--- config.mk ---
export PLATFORM = sky130hd
export DESIGN_NAME = lut_tile
export DESIGN_NICKNAME = d
export VERILOG_FILES = /design/src/rtl/lut_tile_pkg.sv /design/src/rtl/lut_tile_cfg_chain.sv /design/src/rtl/lut_tile_lut4.sv /design/src/rtl/lut_tile_slice.sv /design/src/rtl/lut_tile.sv
export SDC_FILE = /design/constraint.sdc
export NUM_CORES = 1
export LEC_CHECK = 0
export BUFFER_PORTS_ARGS = -buffer_cell sky130_fd_sc_hd__buf_2
export CORE_ASPECT_RATIO = 0.7
export CORE_UTILIZATION = 65
export CTS_CLUSTER_SIZE = 12
export DETAILED_ROUTE_END_ITERATION = 12
export PLACE_DENSITY_LB_ADDON = 0.1
export SLEW_MARGIN = 25
export SYNTH_ARGS = -nofsm -noshare
export SYNTH_HDL_FRONTEND = slang
export SYNTH_SLANG_ARGS = --single-unit
--- constraint.sdc ---
create_clock -name clk -period 3.5 [get_ports clk]
set_input_delay 0.7 -clock clk [delete_from_list [all_inputs] [get_ports clk]]
set_output_delay 0.7 -clock clk [all_outputs]
set_load 0.01 [all_outputs]
--- src/rtl/lut_tile_pkg.sv ---
// Package: shared constants and selector encodings for the logic tile.
// Assumes four-input lookup tables throughout the fabric.
package lut_tile_pkg;
    localparam int LUT_K       = 4;
    localparam int LUT_ENTRIES = 1 << LUT_K;

    // Flip-flop data source, one configuration bit.
    typedef enum logic {
        DSRC_LUT    = 1'b0,
        DSRC_BYPASS = 1'b1
    } dsrc_e;

    // Slice output source, one configuration bit.
    typedef enum logic {
        OSRC_COMB = 1'b0,
        OSRC_REG  = 1'b1
    } osrc_e;

    // Width of one slice's configuration word for a given clock-select width.
    function automatic int slice_cfg_bits(input int csel_w);
        return LUT_ENTRIES + 2 + csel_w;
    endfunction
endpackage

--- src/rtl/lut_tile_cfg_chain.sv ---
// Module: serial configuration shift register.
// Each shift enters a bit at the top and moves every bit one place toward
// bit 0, so the first bit shifted in ends at bit 0 after CHAIN_BITS shifts.
// Assumes CHAIN_BITS >= 2.
module lut_tile_cfg_chain #(
    parameter int CHAIN_BITS = 160
) (
    input  logic                  clk,
    input  logic                  rst_n,
    input  logic                  shift_en,
    input  logic                  bit_in,
    output logic [CHAIN_BITS-1:0] chain_q,
    output logic                  bit_out
);
    logic [CHAIN_BITS-1:0] chain_r;

    // Purpose: clear on reset, otherwise shift one bit per enabled cycle.
    always_ff @(posedge clk) begin
        if (!rst_n) begin
            chain_r <= '0;
        end else if (shift_en) begin
            chain_r <= {bit_in, chain_r[CHAIN_BITS-1:1]};
        end
    end

    assign chain_q = chain_r;
    assign bit_out = chain_r[0];
endmodule

--- src/rtl/lut_tile_lut4.sv ---
// Module: four-input lookup table evaluation.
// The input vector indexes the truth table, with input 0 as the LSB.
module lut_tile_lut4
    import lut_tile_pkg::*;
(
    input  logic [LUT_ENTRIES-1:0] truth_tbl,
    input  logic [LUT_K-1:0]       sel,
    output logic                   y
);
    // Purpose: read the selected truth-table entry.
    always_comb begin
        y = truth_tbl[sel];
    end
endmodule

--- src/rtl/lut_tile_slice.sv ---
// Module: one logic slice, with a LUT, a data-source mux, a flip-flop gated by
// its selected clock line, and an output-source mux.
// Assumes cfg_word is stable whenever cfg_busy is low.
module lut_tile_slice
    import lut_tile_pkg::*;
#(
    parameter int NUM_CLK_LINES = 4,
    parameter int CSEL_W        = 2,
    localparam int SLICE_BITS   = LUT_ENTRIES + 2 + CSEL_W,
    localparam int PAD_LINES    = 1 << CSEL_W
) (
    input  logic                     clk,
    input  logic                     rst_n,
    input  logic                     cfg_busy,
    input  logic [SLICE_BITS-1:0]    cfg_word,
    input  logic [NUM_CLK_LINES-1:0] clk_lines,
    input  logic [LUT_K-1:0]         lut_in,
    output logic                     out,
    output logic                     ff_q
);
    logic [LUT_ENTRIES-1:0] truth_tbl;
    dsrc_e                  dsrc;
    osrc_e                  osrc;
    logic [CSEL_W-1:0]      csel;
    logic                   lut_y;
    logic                   ff_d;
    logic                   tick;
    logic                   q_r;

    assign truth_tbl = cfg_word[LUT_ENTRIES-1:0];
    assign dsrc      = dsrc_e'(cfg_word[LUT_ENTRIES]);
    assign osrc      = osrc_e'(cfg_word[LUT_ENTRIES+1]);
    assign csel      = cfg_word[LUT_ENTRIES+2 +: CSEL_W];

    lut_tile_lut4 lut_i (
        .truth_tbl (truth_tbl),
        .sel       (lut_in),
        .y         (lut_y)
    );

    // Clock-line pick: a select code with no matching line never fires.
    generate
        if (PAD_LINES == NUM_CLK_LINES) begin : g_full
            assign tick = clk_lines[csel];
        end else begin : g_pad
            logic [PAD_LINES-1:0] lines_pad;
            assign lines_pad = {{(PAD_LINES-NUM_CLK_LINES){1'b0}}, clk_lines};
            assign tick = lines_pad[csel];
        end
    endgenerate

    // Purpose: choose the flip-flop data source.
    always_comb begin
        ff_d = (dsrc == DSRC_BYPASS) ? lut_in[LUT_K-1] : lut_y;
    end

    // Purpose: load on selected-line cycles, hold while configuring.
    always_ff @(posedge clk) begin
        if (!rst_n) begin
            q_r <= 1'b0;
        end else if (!cfg_busy && tick) begin
            q_r <= ff_d;
        end
    end

    // Purpose: choose the slice output, forced low during configuration.
    always_comb begin
        if (cfg_busy) begin
            out = 1'b0;
        end else if (osrc == OSRC_REG) begin
            out = q_r;
        end else begin
            out = lut_y;
        end
    end

    assign ff_q = q_r;
endmodule

--- src/rtl/lut_tile.sv ---
// Module: tile of NUM_SLICES logic slices sharing one configuration chain
// and a set of candidate clock lines.
// Assumes NUM_CLK_LINES >= 2 and NUM_SLICES >= 1.
module lut_tile
    import lut_tile_pkg::*;
#(
    parameter int NUM_SLICES    = 8,
    parameter int NUM_CLK_LINES = 4,
    localparam int CSEL_W       = (NUM_CLK_LINES > 1) ? $clog2(NUM_CLK_LINES) : 1,
    localparam int SLICE_BITS   = LUT_ENTRIES + 2 + CSEL_W,
    localparam int CHAIN_BITS   = NUM_SLICES * SLICE_BITS
) (
    input  logic                        clk,
    input  logic                        rst_n,
    input  logic                        cfg_en,
    input  logic                        cfg_in,
    output logic                        cfg_out,
    input  logic [NUM_CLK_LINES-1:0]    clk_lines,
    input  logic [LUT_K*NUM_SLICES-1:0] lut_in,
    output logic [NUM_SLICES-1:0]       slice_out
);
    logic [CHAIN_BITS-1:0] cfg_vec;
    logic [NUM_SLICES-1:0] ff_q_all;

    lut_tile_cfg_chain #(
        .CHAIN_BITS (CHAIN_BITS)
    ) chain_i (
        .clk      (clk),
        .rst_n    (rst_n),
        .shift_en (cfg_en),
        .bit_in   (cfg_in),
        .chain_q  (cfg_vec),
        .bit_out  (cfg_out)
    );

    // One slice per chain segment.
    generate
        for (genvar s = 0; s < NUM_SLICES; s++) begin : g_slice
            lut_tile_slice #(
                .NUM_CLK_LINES (NUM_CLK_LINES),
                .CSEL_W        (CSEL_W)
            ) slice_i (
                .clk       (clk),
                .rst_n     (rst_n),
                .cfg_busy  (cfg_en),
                .cfg_word  (cfg_vec[s*SLICE_BITS +: SLICE_BITS]),
                .clk_lines (clk_lines),
                .lut_in    (lut_in[s*LUT_K +: LUT_K]),
                .out       (slice_out[s]),
                .ff_q      (ff_q_all[s])
            );
        end
    endgenerate
endmodule

==> results of run 1 <==
## path summary, 6_finish.rpt
check             slack, ns                              endpoint  cells after the start                             start
setup / recovery       0.47                          slice_out[7]                      6                        lut_in[28]
hold / removal         0.52  g_slice[3].slice_i.ff_q$_SDFFE_PN0P_                      2  chain_i.chain_q[76]$_SDFFE_PN0P_
setup reg to reg       1.83  g_slice[2].slice_i.ff_q$_SDFFE_PN0P_                      4  chain_i.chain_q[51]$_SDFFE_PN0P_
hold reg to reg        0.52  g_slice[3].slice_i.ff_q$_SDFFE_PN0P_                      2  chain_i.chain_q[76]$_SDFFE_PN0P_
## synthesized netlist by cell type, drive strengths merged
cell type	number
a41o	12
nand2	18
a21oi	8
nand3b	12
nor2	8
a31oi	6
nor2b	168
o21ai	8
mux2i	164
dfxtp	168
nand3	6
buf	24
clkbuf	22
mux4	42
## report_power, final
part / switching [uW] / internal, uW
clock network: 743 / 1360
registers: 3.83 / 1920
logic: 112 / 113
total: 859 / 3390
## area by class of cell
class                   count  area, sq um
clock inverters            11          220
clock buffers              20          447
repair buffers             54          322
well taps                 153          191
fillers                   732         2620
multi-input cells         452         4120
flip-flops and latches    168         3360
## cell families (layout without fill, tap and decap cells)
group	after synthesis	in the layout	synth area share (%)
flops	168	168	43.6
compound gates	34	34	3.08
mux	206	206	34.0
simple gates	212	212	16.5
buf+inv	46	85	2.87
## worst reg2reg max path: stages (launching register included)
cell	delay (ns)
dfxtp_1	0.33
mux4_1	0.50
mux4_2	0.51
mux2i_1	0.14
a21oi_1	0.08
## state kept, by name, summed over array words and instances (netlist names)
| signal | flops |
|---|---|
| g_slice.slice_i.ff_q | 8 |
| chain_i.chain_q | 160 |
## per-layer routing
| metal | track usage [%] | routed length [microns] |
|---|---|---|
| met1 | 33.8 | 7070 |
| met3 | 5.53 | 511 |
| met5 | 0 | 0 |
| met4 | 5.91 | 140 |
| met2 | 40.7 | 6680 |
## per-stage QoR
stage	instance area, sq um	setup slack (ns)
3_5_place_dp	8000	0.472
5_1_grt	8670	0.406
3_3_place_gp	8000	0.528
2_1_floorplan	7710	0.794
6_report	8670	0.474
4_1_cts	8670	0.474
==> results.md, run 1 <==
Run status:
- The flow ran to the end, and the final reports show no timing, DRC or antenna violations.

Logic synthesis:
- Of the synthesized area, sequential elements account for a little over two fifths.
- The synthesized design devotes to its leading area cell type 43.6% of total area.
- Yosys attributes the largest share of cell area to dfxtp_1 (44%), mux2i_1 (21%), nor2b_1 (14%).
- The synthesized area divided by synthesized cell count is 11.6 sq um.
- The synthesized netlist occupies a cell area of around 0.0077 sq mm.
- The number of instances in the synthesized netlist is around 670.
- During synthesis, Yosys emitted a total of 0 warnings.
- The number of register bits inferred by synthesis is roughly 170.
- The synthesized netlist net count is 706.
- The cell taking the most area after synthesis is dfxtp_1.
- The post-synthesis cell type count is 17.

Pwr:
- The maximum vdd drop is about 0.38 mV.
- The overall power of the completed layout is 4250 uW.
- Summed over all cells, the static leakage comes to 0.00340 uW.
- The power density over cell area is between 400 and 500 mW/mm^2.

Setup path:
- Among cell families on the critical path, the largest total delay comes from multiplexers.
- Data on the critical path arrives at its endpoint at 2.33 ns.
- Data on the critical path is required at its endpoint by 2.80 ns.
- Walking the worst path, the cells encountered are buf_2, mux4_1, mux4_2, mux2i_1, nor2_1, buf_2.
- The cell type of the slowest stage on the worst timing path is mux4_1.
- For this run, the slowest stage of the critical path takes 0.56 ns.
- The startpoint class of the critical path is an input port.
- The number of buffer and inverter instances along the worst setup path is 2.
- The category of the most critical setup path is input port to primary output.
- The critical path's most frequent cell is buf_2.
- Of all nets on the critical path, the largest fanout is 4.
- STA classifies the critical path endpoint as a primary output.

Clock network:
- Hold repair after CTS inserted 0 buffers.
- CTS placed an instance of clkbuf_16 at the clock tree root.
- The number of H-tree branching levels is 4.
- TritonCTS created 17 clock buffers.
- After clock tree synthesis, the clock-pin slew on the worst setup and hold paths is ~0.06 ns.
- The clock sink total is about 170.
- In this run the deepest clock path goes through 2 buffers.
- The TritonCTS clock tree is built.
- The post-CTS repair timing setup buffer count is 0.
- Gates resized during post-CTS repair numbered 0.
- Clock latency on the worst-skew pair, taken at its later pin, is 0.42 ns.

Global route:
- The final global-route overflow total is 0.
- The first global-routing pass estimated 24,300 microns of wire.
- The via count of the first global-routing pass is slightly below 5,000.
- The all-layer global routing usage is around a quarter.
- The maximum number of pins on one net before global-route repair is 87.
- The initial antenna violation count is 0.

Route:
- In the routed layout, each cell is associated on average with a via count of between 5 and 6.
- The average wire length per cell after detail routing is approximately 17 microns.
- In this run the remaining antenna-violating nets after routing total 0.
- The number of DRC markers in iteration 0 is ~220.
- For this run, design rule violations remaining after detail routing come to 0.
- Across all layers, the routed design uses about 5,000 vias.
- The routed wire length is 14,400 microns.
- Before antenna repair, the detailed router went through 4 iterations.

Timing:
- In this run the tightest slew margin relative to its limit is between 50 and 60%.
- The count of endpoints failing hold in the final timing report is 0.
- The worst hold-check slack is 0.517 ns.
- The clock period could shrink to 3.03 ns.
- The highest attainable clock frequency is 330 MHz.
- Setup violations remaining at the end of the flow were counted as 0.
- Setup repair after global routing left no endpoint under its margin.
- After routing, the total negative slack on setup checks comes to 0 ns.
- The clock arrives with between 0.008 and 0.009 ns of skew.
- The max-slew violation count is 0.
- The final worst-path cycle share is roughly 86%.
- The transition at the pin with the smallest max-transition slack is 0.634 ns.

Floorplanning:
- The area of the placeable core is roughly 0.011 sq mm.
- The I/O pin count is about 50.
- The die covers ~0.012 sq mm.
- Measured along the y axis, the die boundary spans approximately 93 microns.
- The floorplan has 32 rows.
- The initial cell density of the core is about two thirds.
- The floorplan step set the die width to approximately 130 microns.

Placement:
- In this run, placement finished with an instance count of approximately 830.
- At the end of routability-driven placement, the weighted congestion stood at between 0.8 and 0.9.
- After legalization and detailed placement, the total HPWL measured around 9500 microns.
- The count of port buffers added during placement is 48.

Layout:
- The post-layout instance count excluding filler cells is roughly 860.
- The final antenna diode count is 0.
- Leaving out fill and tap cells, the most frequent cells in the layout are nor2b_1 (168), dfxtp_1 (168), mux2i_1 (164).
- After the last flow step, the layout net total stands at about 730.
- The synthesis-to-finish area growth is 12.4%.
- Of the cells placed in the final design, the portion with a size suffix greater than 1 is 16.6%.
- Measured on the finished design, the core utilization comes to between 70% and 80%.

Worst hold path:
- In this run the worst hold path is classified as register to register.

Run:
- Across the run, the number of max-cap violations was 0.
Note: power is estimated with default switching activity, not from simulation.
==> inputs of run 2 (changes only) <==
CTS_BUF_LIST = sky130_fd_sc_hd__clkbuf_8 sky130_fd_sc_hd__clkbuf_16   (was unset)
PLACE_DENSITY = 0.85   (was unset)
PLACE_DENSITY_LB_ADDON = unset   (was 0.1)
==> run 2 against run 1 <==
Core utilization decreased by 0.43 points. Count of clock-buffer cells in the layout fell by 2. Non-clock buffer count did not move. Power shrank 3.6%. Sequential share of layout area up 0.22 points. Wire length is 1.5% higher. Fmax rose by 0.28%. Highest routed layer unchanged.
==> results.md, run 2 (synthesis gave the netlist of run 1 again) <==
Clock network:
- The number of H-tree branching levels is 4 (unchanged).
- The count of cells resized by post-cts repair came to 0 (unchanged).
- The TritonCTS clock tree is built.
- CTS placed an instance of clkbuf_16 at the clock tree root.
- The clock sink total is 168 (unchanged).
- The total CTS buffers is 17 (unchanged).
- The later-pin clock latency in the skew report is 0.42 ns (about the same).
- The buffer levels on the longest clock path came to 2 (unchanged).
- The post-CTS repair timing setup buffer count is 0 (unchanged).
- The number of hold buffers added after cts was 0 (unchanged).
- The clock slew seen by the registers of the worst setup and hold paths is 0.06 ns (about the same).

Timing:
- The worst hold-check slack is 0.521 ns (+0.00412 ns).
- The worst setup skew after layout came to 0.0143 ns (+0.00542 ns).
- The final worst-path cycle share is 86.2% (-0.24 points).
- The count of endpoints failing hold in the final timing report is 0 (unchanged).
- The time the final worst path needs with I/O delays and setup is 3.02 ns (-0.00848 ns).
- The max-slew violation count was 0 (unchanged).
- The worst relative slew slack is 46.9% (-11 points).
- The final setup violation count was 0 (unchanged).
- The highest attainable clock frequency is 331 MHz (+0.28%).
- The post-layout worst setup margin came to 0.483 ns (+0.00848 ns).
- The sum of negative setup slack is 0 ns (unchanged).
- The transition at the pin with the smallest max-transition slack came to 0.797 ns (+0.163 ns).
- Setup repair after global routing left no endpoint under its margin.

Route:
- The average wire length per cell after detail routing is 17.0 microns (+1.5%).
- The length of the first detailed-routing pass in iterations is 4 (unchanged).
- The post-detailed-route count of antenna-violating nets is 0 (unchanged).
- The detailed-route DRC error count is 0 (unchanged).
- The total number of vias came to 4,970 (+0.65%).
- The vias per cell is 5.79 (+0.65%).
- The routed wire length came to 14,600 microns (+1.5%).
- The number of DRC markers in iteration 0 is 275 (+24%).

Layout:
- In the layout the commonest cells are nor2b_1 (168), dfxtp_1 (168), mux2i_1 (164).
- The final-stage net count was 733 (unchanged).
- The flip-flop count of the largest register, all copies and words added is 160 (unchanged).
- The final antenna diode count is 0 (unchanged).
- The share of cells above drive strength 1 is 16.7% (+0.14 points).
- The synthesis-to-finish area growth is 11.8%.
- The total non-filler cell area in the finished layout is 0.00862 sq mm (-0.56%).

Setup path:
- The critical path data required time was 2.80 ns (about the same).
- The category of the most critical setup path is input port to primary output.
- The startpoint class of the critical path is an input port.
- The internal reg-to-reg setup slack is 1.73 ns (-0.10 ns).
- The worst setup path is captured at a primary output.
- The worst-path maximum fanout is 4 (unchanged).
- The arrival time of the worst setup path was 2.32 ns (about the same).

Global route:
- The all-layer global routing usage is 25.6% (+0.67 points).
- The maximum number of pins on one net before global-route repair was 101 (+16%).
- The final global-route overflow total came to 0 (unchanged).
- The via count of the first global-routing pass is 4,992 (+1.6%).
- The first-pass GRT wire length is 24,900 microns (+2.5%).
- The initial antenna violation count is 0 (unchanged).

Pwr:
- The total net switching power was 858 uW (about the same).
- The maximum vdd drop is 0.410 mV (+8.3%).
- The part of the power in registers came to 46.9% (+1.6 points).
- The leakage power is 0.00338 uW (-0.40%).
- The switching share of power is 21.0% (+0.74 points).
- The clock group share of total power is 47.5% (-1.9 points).
- The power density over cell area is 475 mW/mm^2 (-3.0%).
- The combinational cell fraction of total power is 5.6% (+0.3 points).
- The internal power component is 3240 uW (-4.5%).

Floorplanning:
- The initial cell density of the core is 68.3% (unchanged).
- The number of cell rows was 32 (unchanged).
- The area of the die is 0.0123 sq mm (unchanged).
- The area of the placeable core is 0.0113 sq mm (unchanged).
- The I/O pin count came to 49 (unchanged).
- The die boundary width came to 132 microns (unchanged).
- The die span in y is 93.1 microns (unchanged).

Worst hold path:
- The class of the tightest hold or removal check is register to register.

Run status:
- The run finished with clean final reports.

Placement:
- The placed wire-length estimate was 9620 microns (+0.95%).
- The count of port buffers added during placement was 48 (unchanged).
- The final RePlAce weighted congestion is 0.851 (-2.0%).
- The post-placement setup slack is 0.510 ns (+0.0374 ns).
- The placed instance area is 0.00800 sq mm (unchanged).

Run:
- The number of max-capacitance violations reported came to 0 (unchanged).
-- run 2: power groups by stage --
stage	clock network (uW)	logic (uW)	registers (uW)
6_report	1950	227	1920
5_1_grt	2060	243	1920
4_1_cts	1980	228	1920
3_5_place_dp	0	225	1960
3_3_place_gp	0	219	1960
2_1_floorplan	0	157	1960
-- run 2: critical path, stage by stage --
cell	delay, ns
buf_2	0.14
mux4_1	0.59
mux4_2	0.49
mux2i_1	0.16
nor2_1	0.07
buf_2	0.17
-- run 2: worst paths after layout --
check	cells after the start	end	from
hold reg to reg	2	g_slice[3].slice_i.ff_q$_SDFFE_PN0P_	chain_i.chain_q[76]$_SDFFE_PN0P_
setup reg to reg	4	g_slice[7].slice_i.ff_q$_SDFFE_PN0P_	chain_i.chain_q[152]$_SDFFE_PN0P_
hold / removal	2	g_slice[3].slice_i.ff_q$_SDFFE_PN0P_	chain_i.chain_q[76]$_SDFFE_PN0P_
setup / recovery	6	slice_out[7]	lut_in[28]
-- run 2: through the flow --
step / util [%] / power [uW] / instances
2_1_floorplan: - / 2120 / 666
3_3_place_gp: 70.9 / 2180 / 827
3_5_place_dp: 70.9 / 2190 / 827
4_1_cts: 76.3 / 4130 / 858
5_1_grt: 76.3 / 4230 / 858
6_report: 76.3 / 4090 / 858
-- run 2: final cells by class --
class | instances | area, sq um
multi-input combinational | 452 | 4120
sequential | 168 | 3360
fill | 725 | 2670
clock buffer | 18 | 439
timing repair buffer | 54 | 322
tap | 153 | 191
clock inverter | 13 | 179
-- run 2: layer usage --
layer	up-vias	part of all wire [%]	GRT usage (%)
li1	2425	-	-
met5	-	0	0
met1	2438	49	34.4
met2	101	47	41.7
met4	0	0.35	6.49
met3	6	3.4	6.02
==> inputs of run 3 (changes only) <==
CORE_UTILIZATION = 55   (was 65)
PLACE_DENSITY = 0.76   (was 0.85)
clock period = 2.5 ns   (was 3.5 ns; I/O delays follow)
==> run 3 against run 2 <==
Clock skew down 0.0051 ns. Clock power up 39%. Register-to-register slack worse by 0.87 ns. Cell area up 2.1%. The run now ends with setup timing left.
==> results.md, run 3 (synthesis gave the netlist of run 1 again) <==
Layout:
- The synthesis-to-finish area growth is 14.1%.
- The number of fill cells in the layout is 1,045 (+44%).
- The final-stage net count is 749 (+2.2%).
- The share of cells above drive strength 1 is 23.0% (+6.3 points).
- The post-layout instance count excluding filler cells is 907 (+5.7%).
- In the layout the commonest cells are nor2b_1 (168), mux2i_1 (164), dfxtp_1 (145).
- The flip-flop count of the largest register, all copies and words added is 160 (unchanged).
- The final antenna diode count came to 0 (unchanged).
- The total non-filler cell area in the finished layout was 0.00880 sq mm (+2.1%).
- The library cell used most frequently in the layout, excluding fill and tap cells, is nor2b_1.

Placement:
- The number of placed instances, taps included is 864 (+4.5%).
- The final RePlAce weighted congestion is 0.815 (-4.3%).
- The placed instance area is 0.00810 sq mm (+1.3%).
- The placed wire-length estimate is 10,100 microns (+4.7%).
- The count of port buffers added during placement is 48 (unchanged).

Timing:
- The max-slew violation count is 0 (unchanged).
- The worst setup skew after layout was 0.00916 ns (-0.00515 ns).
- For the finished layout, the period the worst path requires is roughly 2.6 ns.
- The transition at the pin with the smallest max-transition slack is 0.535 ns (-0.262 ns).
- The worst hold-check slack is 0.382 ns (-0.139 ns).
- The final setup violation count is 2 (+2).
- The post-layout worst setup margin was -0.107 ns (-0.589 ns).
- Setup repair after global routing could not meet its margin everywhere.
- The final worst-path cycle share is 104%.
- The worst relative slew slack is 64.3% (+17 points).
- The highest attainable clock frequency is 384 MHz.
- The count of endpoints failing hold in the final timing report is 0 (unchanged).

Clock network:
- TritonCTS built the clock tree.
- The number of H-tree branching levels came to 4 (unchanged).
- The total CTS buffers is 17 (unchanged).
- The buffer levels on the longest clock path was 2 (unchanged).
- The number of hold buffers added after cts is 0 (unchanged).
- The later-pin clock latency in the skew report is 0.42 ns (about the same).
- The clock slew seen by the registers of the worst setup and hold paths came to 0.06 ns (about the same).
- The clock sink total came to 168 (unchanged).
- The root buffer cell is clkbuf_16.

Floorplanning:
- The number of cell rows is 35 (+9.4%).
- The die boundary width is 144 microns (+8.6%).
- The area of the placeable core is 0.0134 sq mm (+19%).
- The area of the die was 0.0145 sq mm (+18%).
- The initial cell density of the core is 57.5% (-11 points).
- The die span in y was 101 microns (+8.5%).
- The I/O pin count is 49 (unchanged).

Route:
- The total number of vias is 4,922 (-0.97%).
- The number of DRC markers in iteration 0 is 211 (-23%).
- The length of the first detailed-routing pass in iterations came to 4 (unchanged).
- The average wire length per cell after detail routing is 16.3 microns (-4.1%).
- The vias per cell is 5.43 (-6.3%).
- The routed wire length is 14,800 microns (+1.4%).
- The post-detailed-route count of antenna-violating nets is 0 (unchanged).
- The detailed-route DRC error count is 0 (unchanged).

Pwr:
- The leakage power is 0.00342 uW (+1.1%).
- The maximum vdd drop is 0.503 mV (+23%).
- The power density over cell area is 652 mW/mm^2 (+37%).
- The overall power of the completed layout is 5740 uW (+40%).

Setup path:
- By startpoint and endpoint, the worst setup path is classified as register to primary output.
- The number of buffer and inverter instances along the worst setup path is 1 (-1).
- The critical path data required time came to 2.00 ns (-0.80 ns).
- Traced cell by cell, the critical path runs through mux4_2, mux4_2, mux2i_1, nor2_1, buf_2.
- STA classifies the critical path endpoint as a primary output.
- On the critical path the largest part of the delay comes from multiplexers.
- The worst-path maximum fanout is 3 (-1).
- The worst setup path is launched from a register.
- The worst reg-to-reg path cell count is 4 (unchanged).
- The critical path's most frequent cell is mux4_2.
- The cell type of the slowest stage on the worst timing path is mux4_2.
- The cell depth of the worst setup path is 5 (-1).
- The arrival time of the worst setup path came to 2.11 ns (-0.21 ns).
- The critical path's largest stage delay is 0.51 ns (-0.08 ns).
- The internal reg-to-reg setup slack was 0.86 ns (-0.87 ns).

Run status:
- The flow ran to the end, but the final reports show violations.
- The final reports fail on setup timing.

Worst hold path:
- The tightest min-delay check is of the input port to register type.
- The number of cells on the worst hold path is 3 (+1).

Global route:
- The final global-route overflow total is 0 (unchanged).
- The maximum number of pins on one net before global-route repair is 57 (-44%).
- The initial antenna violation count was 0 (unchanged).
- The all-layer global routing usage is 21.9% (-3.7 points).
- The via count of the first global-routing pass is 4,899 (-1.9%).
- The first-pass GRT wire length is 24,600 microns (-1.3%).

Run:
- The number of max-capacitance violations reported was 0 (unchanged).
run 3: worst reg2reg max path: cells and delay by family, from the launching register on:
kind / cells / cell delay [ns]
AOI/OAI and AO/OA: 1 / 0.08
DFF: 1 / 0.33
muxes: 3 / 1.12
run 3: per-layer routing:
metal / track usage (%) / vias to the layer above / routed length, microns
met2: 32.9 / 95 / 6570
met3: 4.94 / 15 / 622
met5: 0 / - / 0
met1: 31.1 / 2361 / 7500
li1: - / 2451 / -
met4: 7.12 / 0 / 141
run 3: final cells by class:
type / count / area [sq um] / share of cell area [%]
Sequential cell: 168 / 3390 / 38.6
Tap cell: 185 / 231 / 2.63
Multi-Input combinational cell: 452 / 4090 / 46.5
Clock inverter: 14 / 173 / 1.96
Clock buffer: 18 / 439 / 4.99
Timing Repair Buffer: 70 / 467 / 5.31
run 3: through the flow:
| stage | setup TNS [ns] | util [%] | worst slack (ns) |
|---|---|---|---|
| after floorplan | 0 | - | 0.194 |
| after global placement | -0.0781 | 60.5 | -0.0712 |
| after detailed placement | -0.175 | 60.5 | -0.110 |
| after CTS | -0.204 | 65.2 | -0.129 |
| after global routing | -0.281 | 65.6 | -0.174 |
| final | -0.164 | 65.6 | -0.107 |
run 3: timing repair:
action                     4_1_cts  5_1_grt
buffers inserted                 5        6
setup endpoints to repair        2        2
pin swaps                        0        0
gates resized for setup         22        9
run 3: report_power, final:
part	internal, uW	switching (uW)	leakage, uW
Combinational	166	163	0.00176
Sequential	2680	5.82	0.00137
Clock	1610	1110	0.000291
run 3: worst paths after layout:
path / startpoint / endpoint
worst min register to register: chain_i.chain_q[76]$_SDFFE_PN0P_ / g_slice[3].slice_i.ff_q$_SDFFE_PN0P_
worst max-delay path: chain_i.chain_q[154]$_SDFFE_PN0P_ / slice_out[7]
worst max register to register: chain_i.chain_q[154]$_SDFFE_PN0P_ / g_slice[7].slice_i.ff_q$_SDFFE_PN0P_
worst min-delay path: cfg_in / chain_i.chain_q[159]$_SDFFE_PN0P_
